--- src/rtl/tws_pkg.sv ---
package tws_pkg;
    // Control word bit positions
    localparam int CTRL_EN  = 0;
    localparam int CTRL_LSB = 1;
    localparam int CTRL_MST = 2;

    // Register select values
    localparam logic SEL_DATA = 1'b0;
    localparam logic SEL_CTRL = 1'b1;

    // Serial clock edge events seen in the system clock domain
    typedef struct packed {
        logic fall;
        logic rise;
    } sck_edge_t;
endpackage

--- src/rtl/tws_sck_div.sv ---
module tws_sck_div
    import tws_pkg::*;
#(
    parameter int HALF_DIV = 4
) (
    input  logic      clk,
    input  logic      rst_n,
    input  logic      run,
    output logic      sck,
    output sck_edge_t evt_o
);
    localparam int CW = (HALF_DIV > 1) ? $clog2(HALF_DIV) : 1;
    localparam logic [CW-1:0] LAST = CW'(HALF_DIV - 1);

    typedef struct packed {
        logic [CW-1:0] cnt;
        logic          lvl;
    } div_st_t;

    div_st_t st_d, st_q;
    logic    tick;

    always_comb begin
        st_d = st_q;
        tick = run && (st_q.cnt == LAST);
        if (!run) begin
            st_d.cnt = '0;
            st_d.lvl = 1'b1;
        end else if (tick) begin
            st_d.cnt = '0;
            st_d.lvl = ~st_q.lvl;
        end else begin
            st_d.cnt = st_q.cnt + 1'b1;
        end
    end

    always_ff @(posedge clk or negedge rst_n) begin
        if (!rst_n) st_q <= '{cnt: '0, lvl: 1'b1};
        else        st_q <= st_d;
    end

    assign sck   = st_q.lvl;
    assign evt_o = '{fall: tick & st_q.lvl, rise: tick & ~st_q.lvl};
endmodule

--- src/rtl/tws_sck_sync.sv ---
module tws_sck_sync
    import tws_pkg::*;
#(
    parameter int SYNC_N = 2
) (
    input  logic      clk,
    input  logic      rst_n,
    input  logic      sck_in,
    output sck_edge_t evt_o
);
    // pipe[0..SYNC_N-1] synchronize, pipe[SYNC_N] holds the previous level
    logic [SYNC_N:0] pipe_d, pipe_q;

    always_comb begin
        pipe_d = {pipe_q[SYNC_N-1:0], sck_in};
    end

    always_ff @(posedge clk or negedge rst_n) begin
        if (!rst_n) pipe_q <= '1;
        else        pipe_q <= pipe_d;
    end

    assign evt_o = '{fall: pipe_q[SYNC_N] & ~pipe_q[SYNC_N-1],
                     rise: ~pipe_q[SYNC_N] & pipe_q[SYNC_N-1]};
endmodule

--- src/rtl/tri_wire_shifter.sv ---
module tri_wire_shifter
    import tws_pkg::*;
#(
    parameter int DW       = 8,
    parameter int HALF_DIV = 4,
    parameter int SYNC_N   = 2
) (
    input  logic          clk,
    input  logic          rst_n,
    input  logic          reg_we,
    input  logic          reg_sel,
    input  logic [DW-1:0] reg_wdata,
    output logic [DW-1:0] rd_data,
    output logic          busy,
    output logic          done_irq,
    output logic          wr_collide,
    output logic          sck_o,
    output logic          sck_oe,
    input  logic          sck_i,
    input  logic          si,
    output logic          so
);
    localparam int CNT_W = $clog2(DW + 1);
    localparam logic [CNT_W-1:0] LAST_BIT = CNT_W'(DW - 1);

    typedef struct packed {
        logic             en;
        logic             lsb;
        logic             mst;
        logic [DW-1:0]    sh;
        logic [CNT_W-1:0] cnt;
        logic             armed;
        logic             busy;
        logic             so;
        logic             irq;
        logic             col;
    } st_t;

    st_t       st_d, st_q;
    sck_edge_t gen_evt, ext_evt, evt;
    logic      gen_sck;

    tws_sck_div #(.HALF_DIV(HALF_DIV)) u_div (
        .clk   (clk),
        .rst_n (rst_n),
        .run   (st_q.busy & st_q.mst),
        .sck   (gen_sck),
        .evt_o (gen_evt)
    );

    tws_sck_sync #(.SYNC_N(SYNC_N)) u_sync (
        .clk    (clk),
        .rst_n  (rst_n),
        .sck_in (sck_i),
        .evt_o  (ext_evt)
    );

    assign evt = st_q.mst ? gen_evt : ext_evt;

    always_comb begin
        st_d     = st_q;
        st_d.irq = 1'b0;
        st_d.col = 1'b0;

        // Launch a bit on a falling serial edge
        if (st_q.busy && evt.fall) begin
            st_d.so    = st_q.lsb ? st_q.sh[0] : st_q.sh[DW-1];
            st_d.armed = 1'b1;
        end

        // Capture a bit on a rising edge that follows a launch
        if (st_q.busy && evt.rise && st_q.armed) begin
            st_d.sh    = st_q.lsb ? {si, st_q.sh[DW-1:1]} : {st_q.sh[DW-2:0], si};
            st_d.armed = 1'b0;
            if (st_q.cnt == LAST_BIT) begin
                st_d.cnt  = '0;
                st_d.busy = 1'b0;
                st_d.irq  = 1'b1;
            end else begin
                st_d.cnt = st_q.cnt + 1'b1;
            end
        end

        // Data register write
        if (reg_we && reg_sel == SEL_DATA) begin
            if (st_q.busy) begin
                st_d.col = 1'b1;
            end else begin
                st_d.sh = reg_wdata;
                if (st_q.en) begin
                    st_d.busy  = 1'b1;
                    st_d.cnt   = '0;
                    st_d.armed = 1'b0;
                end
            end
        end

        // Control word write; clearing enable aborts
        if (reg_we && reg_sel == SEL_CTRL) begin
            st_d.en  = reg_wdata[CTRL_EN];
            st_d.lsb = reg_wdata[CTRL_LSB];
            st_d.mst = reg_wdata[CTRL_MST];
            if (!reg_wdata[CTRL_EN]) begin
                st_d.busy  = 1'b0;
                st_d.cnt   = '0;
                st_d.armed = 1'b0;
                st_d.irq   = 1'b0;
            end
        end
    end

    always_ff @(posedge clk or negedge rst_n) begin
        if (!rst_n) begin
            st_q <= '{en: 1'b0, lsb: 1'b0, mst: 1'b0, sh: '0, cnt: '0,
                      armed: 1'b0, busy: 1'b0, so: 1'b1, irq: 1'b0, col: 1'b0};
        end else begin
            st_q <= st_d;
        end
    end

    assign rd_data    = st_q.sh;
    assign busy       = st_q.busy;
    assign done_irq   = st_q.irq;
    assign wr_collide = st_q.col;
    assign so         = st_q.so;
    assign sck_oe     = st_q.mst;
    assign sck_o      = st_q.mst ? (gen_sck | ~st_q.busy) : 1'b1;
endmodule

--- config.mk ---
export PLATFORM = sky130hd
export DESIGN_NAME = tri_wire_shifter
export DESIGN_NICKNAME = d
export VERILOG_FILES = /design/src/rtl/tws_pkg.sv /design/src/rtl/tws_sck_div.sv /design/src/rtl/tws_sck_sync.sv /design/src/rtl/tri_wire_shifter.sv
export SDC_FILE = /design/constraint.sdc
export NUM_CORES = 1
export LEC_CHECK = 0
export ABC_CLOCK_PERIOD_IN_PS = 1570
export BUFFER_PORTS_ARGS = -buffer_cell sky130_fd_sc_hd__buf_2
export CORE_MARGIN = 1.5
export CORE_UTILIZATION = 50
export DETAILED_ROUTE_END_ITERATION = 16
export PLACE_DENSITY_LB_ADDON = 0.08
export RECOVER_POWER = 50
export SLEW_MARGIN = 10
export SYNTH_ARGS = -nofsm -noshare
export SYNTH_HDL_FRONTEND = slang
export SYNTH_SLANG_ARGS = --single-unit
--- constraint.sdc ---
create_clock -name clk -period 1.57 [get_ports clk]
set_clock_uncertainty 0.05 [all_clocks]
set_input_delay 0.157 -clock clk [delete_from_list [all_inputs] [get_ports clk]]
set_output_delay 0.157 -clock clk [all_outputs]
set_load 0.005 [all_outputs]
==> flow_summary.toml, run 1 <==
[status]
status = "complete, no violations"

[cells_and_area]
post_route_cells_drive_above_1_share_pct = 43.9
insertedDiodeCount = 0
num-fill-cells = 274
sequential_cell_area_um2 = 658
multi_input_area_um2 = 830
final-instance-count-excl-fill = 217
layout-area-overhead-vs-synth_pct = 13.1
fin_nets = 190

[sta]
total_count_of_hold_check_failures_in_the_final_report = 0
report.final.slew_viol_count = 0
timing.fmax_mhz = 645
period_needed_ns = 1.55
finalCritPeriodShare_pct = 98.8
rsz0062_at_grt = "true"
max_slew.worst_pin.slew_ns = 0.647
count_of_final_setup_violators = 0
timing.max_slew.rel_slack_pct = 56.9
final.setup.tns_ns = 0

[die]
core.rowCount = 20
floorplan.initialDensity_pct = 52.8
design.portCount = 28
core-area_um2 = 3080
die_w_um = 60.0
die-height_um = 60.0
design.die.area_um2 = 3600

[placed_design]
port_buffers = 27
dpl.hpwl_um = 2530
post-place-cells = 210
gp_congestion = 0.859

[clock_tree]
cts.sink_count = 26
clock_root_cell = "sky130_fd_sc_hd__clkbuf_4"
h_tree_depth = 1
number_of_buffers_added_by_the_clock_tree_synthesis_step = 3
post-cts-setup-buffer-count = 0
clkSlewWorstSetupHoldPaths_ns = 0.14
clock_tree_from_tritoncts = "yes"
number_of_buffers_on_the_longest_clock_path = 2
clock_network_latency_to_the_later_pin_of_the_worst_skew_pair_ns = 0.33

[logic_synthesis]
mappedNetlistNets = 166
synth-edff-count = 0
synth_cell_type_count = 40
postSynthRegisterBits = 26
largest_cells_by_area_after_synthesis = "sky130_fd_sc_hd__dfrtp_1, sky130_fd_sc_hd__mux2_2, sky130_fd_sc_hd__dfstp_2"
ys.flop_type = "sky130_fd_sc_hd__dfrtp_1"
yosysTopAreaCell = "sky130_fd_sc_hd__dfrtp_1"
netlist_instances = 150
async_flop_share_pct = 100
seq_area_frac_synth_pct = 40.4
mappedNetlistArea_um2 = 1620
synth_top_cell_area_share_pct = 32.4
synth.avg_cell_area_um2 = 10.8
synth_warnings = 0

[global_routing]
grt_remaining_overflow = 0
wire_length_of_the_first_global_routing_pass_um = 5950
combined_global_route_utilization_of_all_metal_layers_pct = 22.3
antenna_violations_before_repair = 0
vias_in_the_first_global_route = 1283
grt_max_degree = 29

[setup_path]
crit_path_from = "u_sync.pipe_q[1]"
worstPathMaxFanout = 4
critical_path_arrival_ns = 1.73
timing.reg2reg.worst_path_depth = 3
setup.reg_to_reg.worst_slack_ns = 0.02
r2r-end = "busy"
cp_data_required_time_ns = 1.75
start_kind = "register"
critical_path_class = "register to register"
cp-endpoint = "busy"
critPathCaptureType = "register"
r2r_start = "u_sync.pipe_q[1]"

[detailed_routing]
detail_route.wirelength_um = 3630
avgRoutedWirePerCell_um = 16.7
drt_drc_violations_left = 0
first_pass_iters = 4
drt_first_iter_violations = 87
detailroute.via_count = 1300
post_drt_antenna_nets = 0
viasPerCell = 5.99

[pwr]
vdd_drop_max_v = 0.000566
power.clock.fraction_pct = 19.5
p_per_area_nw_per_um2 = 976
internal_power_uw = 1200
power.share.switching_pct = 32.8
net-switching-power_uw = 587
combinationalPowerShare_pct = 30.6
power.static_leakage_uw = 0.000764
power.share.sequential_pct = 50.0

[hold_path]
hp-class = "primary input to register"
timing.hold.worst.start = "reg_wdata[2]"

[run]
maximum_capacitance_violations = 0
-- sequential cells by signal (all words and copies together), names as in the netlist --
register,cells
u_div.st_q,2
so,1
sck_oe,1
busy,1
u_sync.pipe_q,3
st_q,7
wr_collide,1
rd_data,8
done_irq,1
u_div.sck,1
-- metal layers --
layer	part of all wire [%]	wire length (µm)	vias up	GRT usage (%)
met5	0	0	-	0
met4	1.4	51	0	9.21
met3	4.3	155	6	2.16
met2	49	1790	37	37.7
met1	45	1630	635	29.1
li1	-	-	622	-
-- cell type report --
type | instances | share of cell area [%]
clock buffer | 4 | 1.98
inverter | 2 | 0.409
multi-input combinational | 100 | 45.2
sequential | 26 | 35.8
tap | 44 | 3.00
timing repair buffer | 41 | 13.6
-- cell usage in the layout, fill, tap and decap left out, types with 5 or more instances in the layout --
| cell type | instances |
|---|---|
| sky130_fd_sc_hd__buf_2 | 27 |
| sky130_fd_sc_hd__dfrtp_1 | 20 |
| sky130_fd_sc_hd__nand3_1 | 15 |
| sky130_fd_sc_hd__mux2_2 | 13 |
| sky130_fd_sc_hd__buf_4 | 9 |
| sky130_fd_sc_hd__o2111ai_1 | 8 |
| sky130_fd_sc_hd__nand4_1 | 8 |
| sky130_fd_sc_hd__a31oi_1 | 8 |
| sky130_fd_sc_hd__nor4bb_1 | 5 |
| sky130_fd_sc_hd__dfstp_2 | 5 |
-- critical path, stage by stage (launching register included) --
cell and delay (ns):
sky130_fd_sc_hd__dfstp_2 0.55, sky130_fd_sc_hd__or3b_4 0.41, sky130_fd_sc_hd__a21o_1 0.25, sky130_fd_sc_hd__o21a_1 0.20
-- timing repair --
action | 4_1_cts | 5_1_grt
gates cloned | 0 | 1
hold buffers | 2 | 0
endpoints found under the setup margin | 2 | 12
resized for setup | 3 | 8
pin swaps | 0 | 4
hold endpoints to repair | 22 | 0
-- worst min-delay path by stage --
stage	end	cells past startpoint
floorplan	busy	0
CTS	st_q[18]	2
global placement	wr_collide	1
global route	sck_oe	2
finish	sck_oe	2
detailed placement	wr_collide	1
-- Yosys cell counts, drive strengths merged (2+ instances only) --
master and count:
a21oi 4, a31oi 8, and3 2, and3b 2
and4bb 3, buf 15, clkbuf 7, dfrtp 21
dfstp 5, ha 2, inv 2, mux2 13
mux2i 4, nand2 4, nand3 15, nand3b 4
nand4 8, nand4b 2, nor3b 3, nor4bb 5
o2111ai 8, o21ai 2, or3b 2
-- cells by family (layout without fill, tap and decap cells) --
| kind of cell | Yosys count | count (layout) | synth area share, % |
|---|---|---|---|
| DFF | 26 | 26 | 40.4 |
| adders and majority gates | 2 | 2 | 1.54 |
| muxes | 17 | 17 | 11.5 |
| buffers and inverters | 24 | 47 | 10.0 |
| AOI/OAI and AO/OA | 27 | 27 | 12.6 |
| and+or+nand+nor | 54 | 54 | 24.0 |
-- metrics by stage --
step | util, % | hold slack (ns) | power (µW) | setup WS (ns) | area, µm²
after global routing | 59.7 | 0.000357 | 1910 | -0.0222 | 1840
after CTS | 58.6 | 0.0149 | 1790 | 0.00757 | 1800
after floorplan | - | -0.189 | 1300 | 0.0378 | 1620
after detailed placement | 56.6 | 0.146 | 1440 | -0.0378 | 1740
after global placement | 56.6 | 0.141 | 1430 | -0.0184 | 1740
final | 59.7 | 0.0229 | 1790 | 0.0191 | 1840
-- power by group through the flow --
| stage | Clock, µW | Combinational, µW | Sequential [µW] |
|---|---|---|---|
| detailed placement | 0 | 535 | 905 |
| global route | 380 | 621 | 913 |
| finish | 349 | 548 | 895 |
| global placement | 0 | 526 | 901 |
| CTS | 355 | 545 | 894 |
| floorplan | 0 | 442 | 861 |
Power figures use the tool's default switching activity.
==> run 2: changes to the inputs <==
--- a/config.mk
+++ b/config.mk
@@ -10,8 +10,10 @@
 export CORE_MARGIN = 1.5
 export CORE_UTILIZATION = 50
 export DETAILED_ROUTE_END_ITERATION = 16
+export GPL_ROUTABILITY_DRIVEN = 0
 export PLACE_DENSITY_LB_ADDON = 0.08
 export RECOVER_POWER = 50
+export SETUP_SLACK_MARGIN = 0.02
 export SLEW_MARGIN = 10
 export SYNTH_ARGS = -nofsm -noshare
 export SYNTH_HDL_FRONTEND = slang
==> run 2 against run 1 <==
  * Combinational power grew 3%
  * Clock power is essentially flat
  * Cell area rose by 1.7%
  * First-iteration DRC count is 5.7% lower
  * Critical endpoint is now st_q[6]
  * Highest routed layer unchanged
==> flow_summary.toml, run 2 (synthesized netlist as in run 1, its figures left out) <==
[global_routing]
antenna_violations_before_repair = 0
vias_in_the_first_global_route = 1290
combined_global_route_utilization_of_all_metal_layers_pct = 22.6
wire_length_of_the_first_global_routing_pass_um = 6010
grt_remaining_overflow = 0
grt_max_degree = 29

[die]
design.portCount = 28
floorplan.initialDensity_pct = 52.8
die_w_um = 60.0
core.rowCount = 20
design.die.area_um2 = 3600
core-area_um2 = 3080
die-height_um = 60.0

[placed_design]
port_buffers = 27
dpl.hpwl_um = 2530
post-place-cells = 210
detailed_place.area_um2 = 1740

[cells_and_area]
layout-area-overhead-vs-synth_pct = 15.0
insertedDiodeCount = 0
fin_nets = 192
mostFrequentLayoutCells = "sky130_fd_sc_hd__buf_2, sky130_fd_sc_hd__dfrtp_1, sky130_fd_sc_hd__nand3_1"
stdcell_area_um2 = 1870
final-instance-count-excl-fill = 219
num-fill-cells = 274
mostFrequentLayoutCell = "sky130_fd_sc_hd__buf_2"
post_route_cells_drive_above_1_share_pct = 44.0
largest_reg_flops = 8

[sta]
total_count_of_hold_check_failures_in_the_final_report = 0
max_slew.worst_pin.slew_ns = 0.587
report.final.slew_viol_count = 0
timing.max_slew.rel_slack_pct = 60.8
period_needed_ns = 1.56
rsz0062_at_grt = "true"
timing.fmax_mhz = 642
count_of_final_setup_violators = 0
finalCritPeriodShare_pct = 99.2

[clock_tree]
clock_root_cell = "sky130_fd_sc_hd__clkbuf_4"
clock_tree_from_tritoncts = "yes"
number_of_buffers_added_by_the_clock_tree_synthesis_step = 3
clkSlewWorstSetupHoldPaths_ns = 0.15
clock_network_latency_to_the_later_pin_of_the_worst_skew_pair_ns = 0.32
number_of_buffers_on_the_longest_clock_path = 2
h_tree_depth = 1
cts.sink_count = 26

[hold_path]
hp-class = "primary input to register"

[pwr]
power.static_leakage_uw = 0.000781
vdd_drop_max_v = 0.000561
p_per_area_nw_per_um2 = 970

[setup_path]
critPathCaptureType = "register"
worstPathMaxFanout = 5
start_kind = "register"
critical_path_class = "register to register"
critical_path_arrival_ns = 1.77
cp_data_required_time_ns = 1.78

[detailed_routing]
post_drt_antenna_nets = 0
first_pass_iters = 4
avgRoutedWirePerCell_um = 17.6
detail_route.wirelength_um = 3850
drt_drc_violations_left = 0
viasPerCell = 6.10
drt_first_iter_violations = 82
detailroute.via_count = 1335

[status]
status = "complete, no violations"

[run]
maximum_capacitance_violations = 0
## run 2: path summary, 6_finish.rpt
path	start	end	slack, ns	depth (start not counted)
worst max-delay path	u_sync.pipe_q[1]	st_q[6]	0.01	4
worst min-delay path	reg_wdata[2]	sck_oe	0.02	2
worst max register to register	u_sync.pipe_q[1]	st_q[6]	0.01	4
worst min register to register	u_sync.pipe_q[0]	u_sync.pipe_q[1]	0.33	0
max in group asynchronous	rst_n	sck_oe	0.76	2
min in group asynchronous	rst_n	st_q[18]	0.30	2
## run 2: per-stage QoR
| stage | total power [µW] | worst slack [ns] | hold slack (ns) | util [%] | setup TNS (ns) |
|---|---|---|---|---|---|
| 3_3_place_gp | 1430 | -0.0184 | 0.141 | 56.6 | -0.0184 |
| 2_1_floorplan | 1300 | 0.0378 | -0.189 | - | 0 |
| 5_1_grt | 1930 | -0.0243 | -0.000727 | 60.7 | -0.0482 |
| 3_5_place_dp | 1440 | -0.0378 | 0.146 | 56.6 | -0.0417 |
| 6_report | 1810 | 0.0131 | 0.0162 | 60.7 | 0 |
| 4_1_cts | 1800 | 0.00892 | 0.0149 | 58.8 | 0 |
## run 2: cell type report
type	count	area (µm²)	share of cell area, %
flip-flops and latches	26	658	35.2
multi-input cells	101	850	45.5
well taps	44	55.1	2.95
clock buffers	4	36.3	1.94
repair buffers	42	262	14.0
inverters	2	7.51	0.402
## run 2: metal layers
metal / vias to the layer above / global-route usage [%] / part of all wire [%]
li1: 630 / - / -
met1: 645 / 29.6 / 43
met2: 52 / 37.9 / 49
met3: 8 / 2.16 / 5.9
met4: 0 / 9.21 / 1.8
met5: - / 0 / 0
## run 2: power breakdown
group	internal, µW	leakage, µW	switching [µW]
Clock	142	0.0000210	209
Combinational	287	0.000467	277
Sequential	781	0.000293	116
Total	1210	0.000781	601
## run 2: worst max-delay path, cell delays in order, from the launching register on
cell	delay, ns
sky130_fd_sc_hd__dfstp_2	0.55
sky130_fd_sc_hd__or3b_4	0.40
sky130_fd_sc_hd__buf_6	0.15
sky130_fd_sc_hd__a21oi_4	0.13
sky130_fd_sc_hd__mux2i_1	0.21
## run 2: repair_timing
action,4_1_cts,5_1_grt
pin swaps,1,6
buffers inserted,0,1
setup endpoints to repair,2,14
hold buffers,2,0
gates cloned,1,1
hold endpoints to repair,22,0
gates resized for setup,3,10
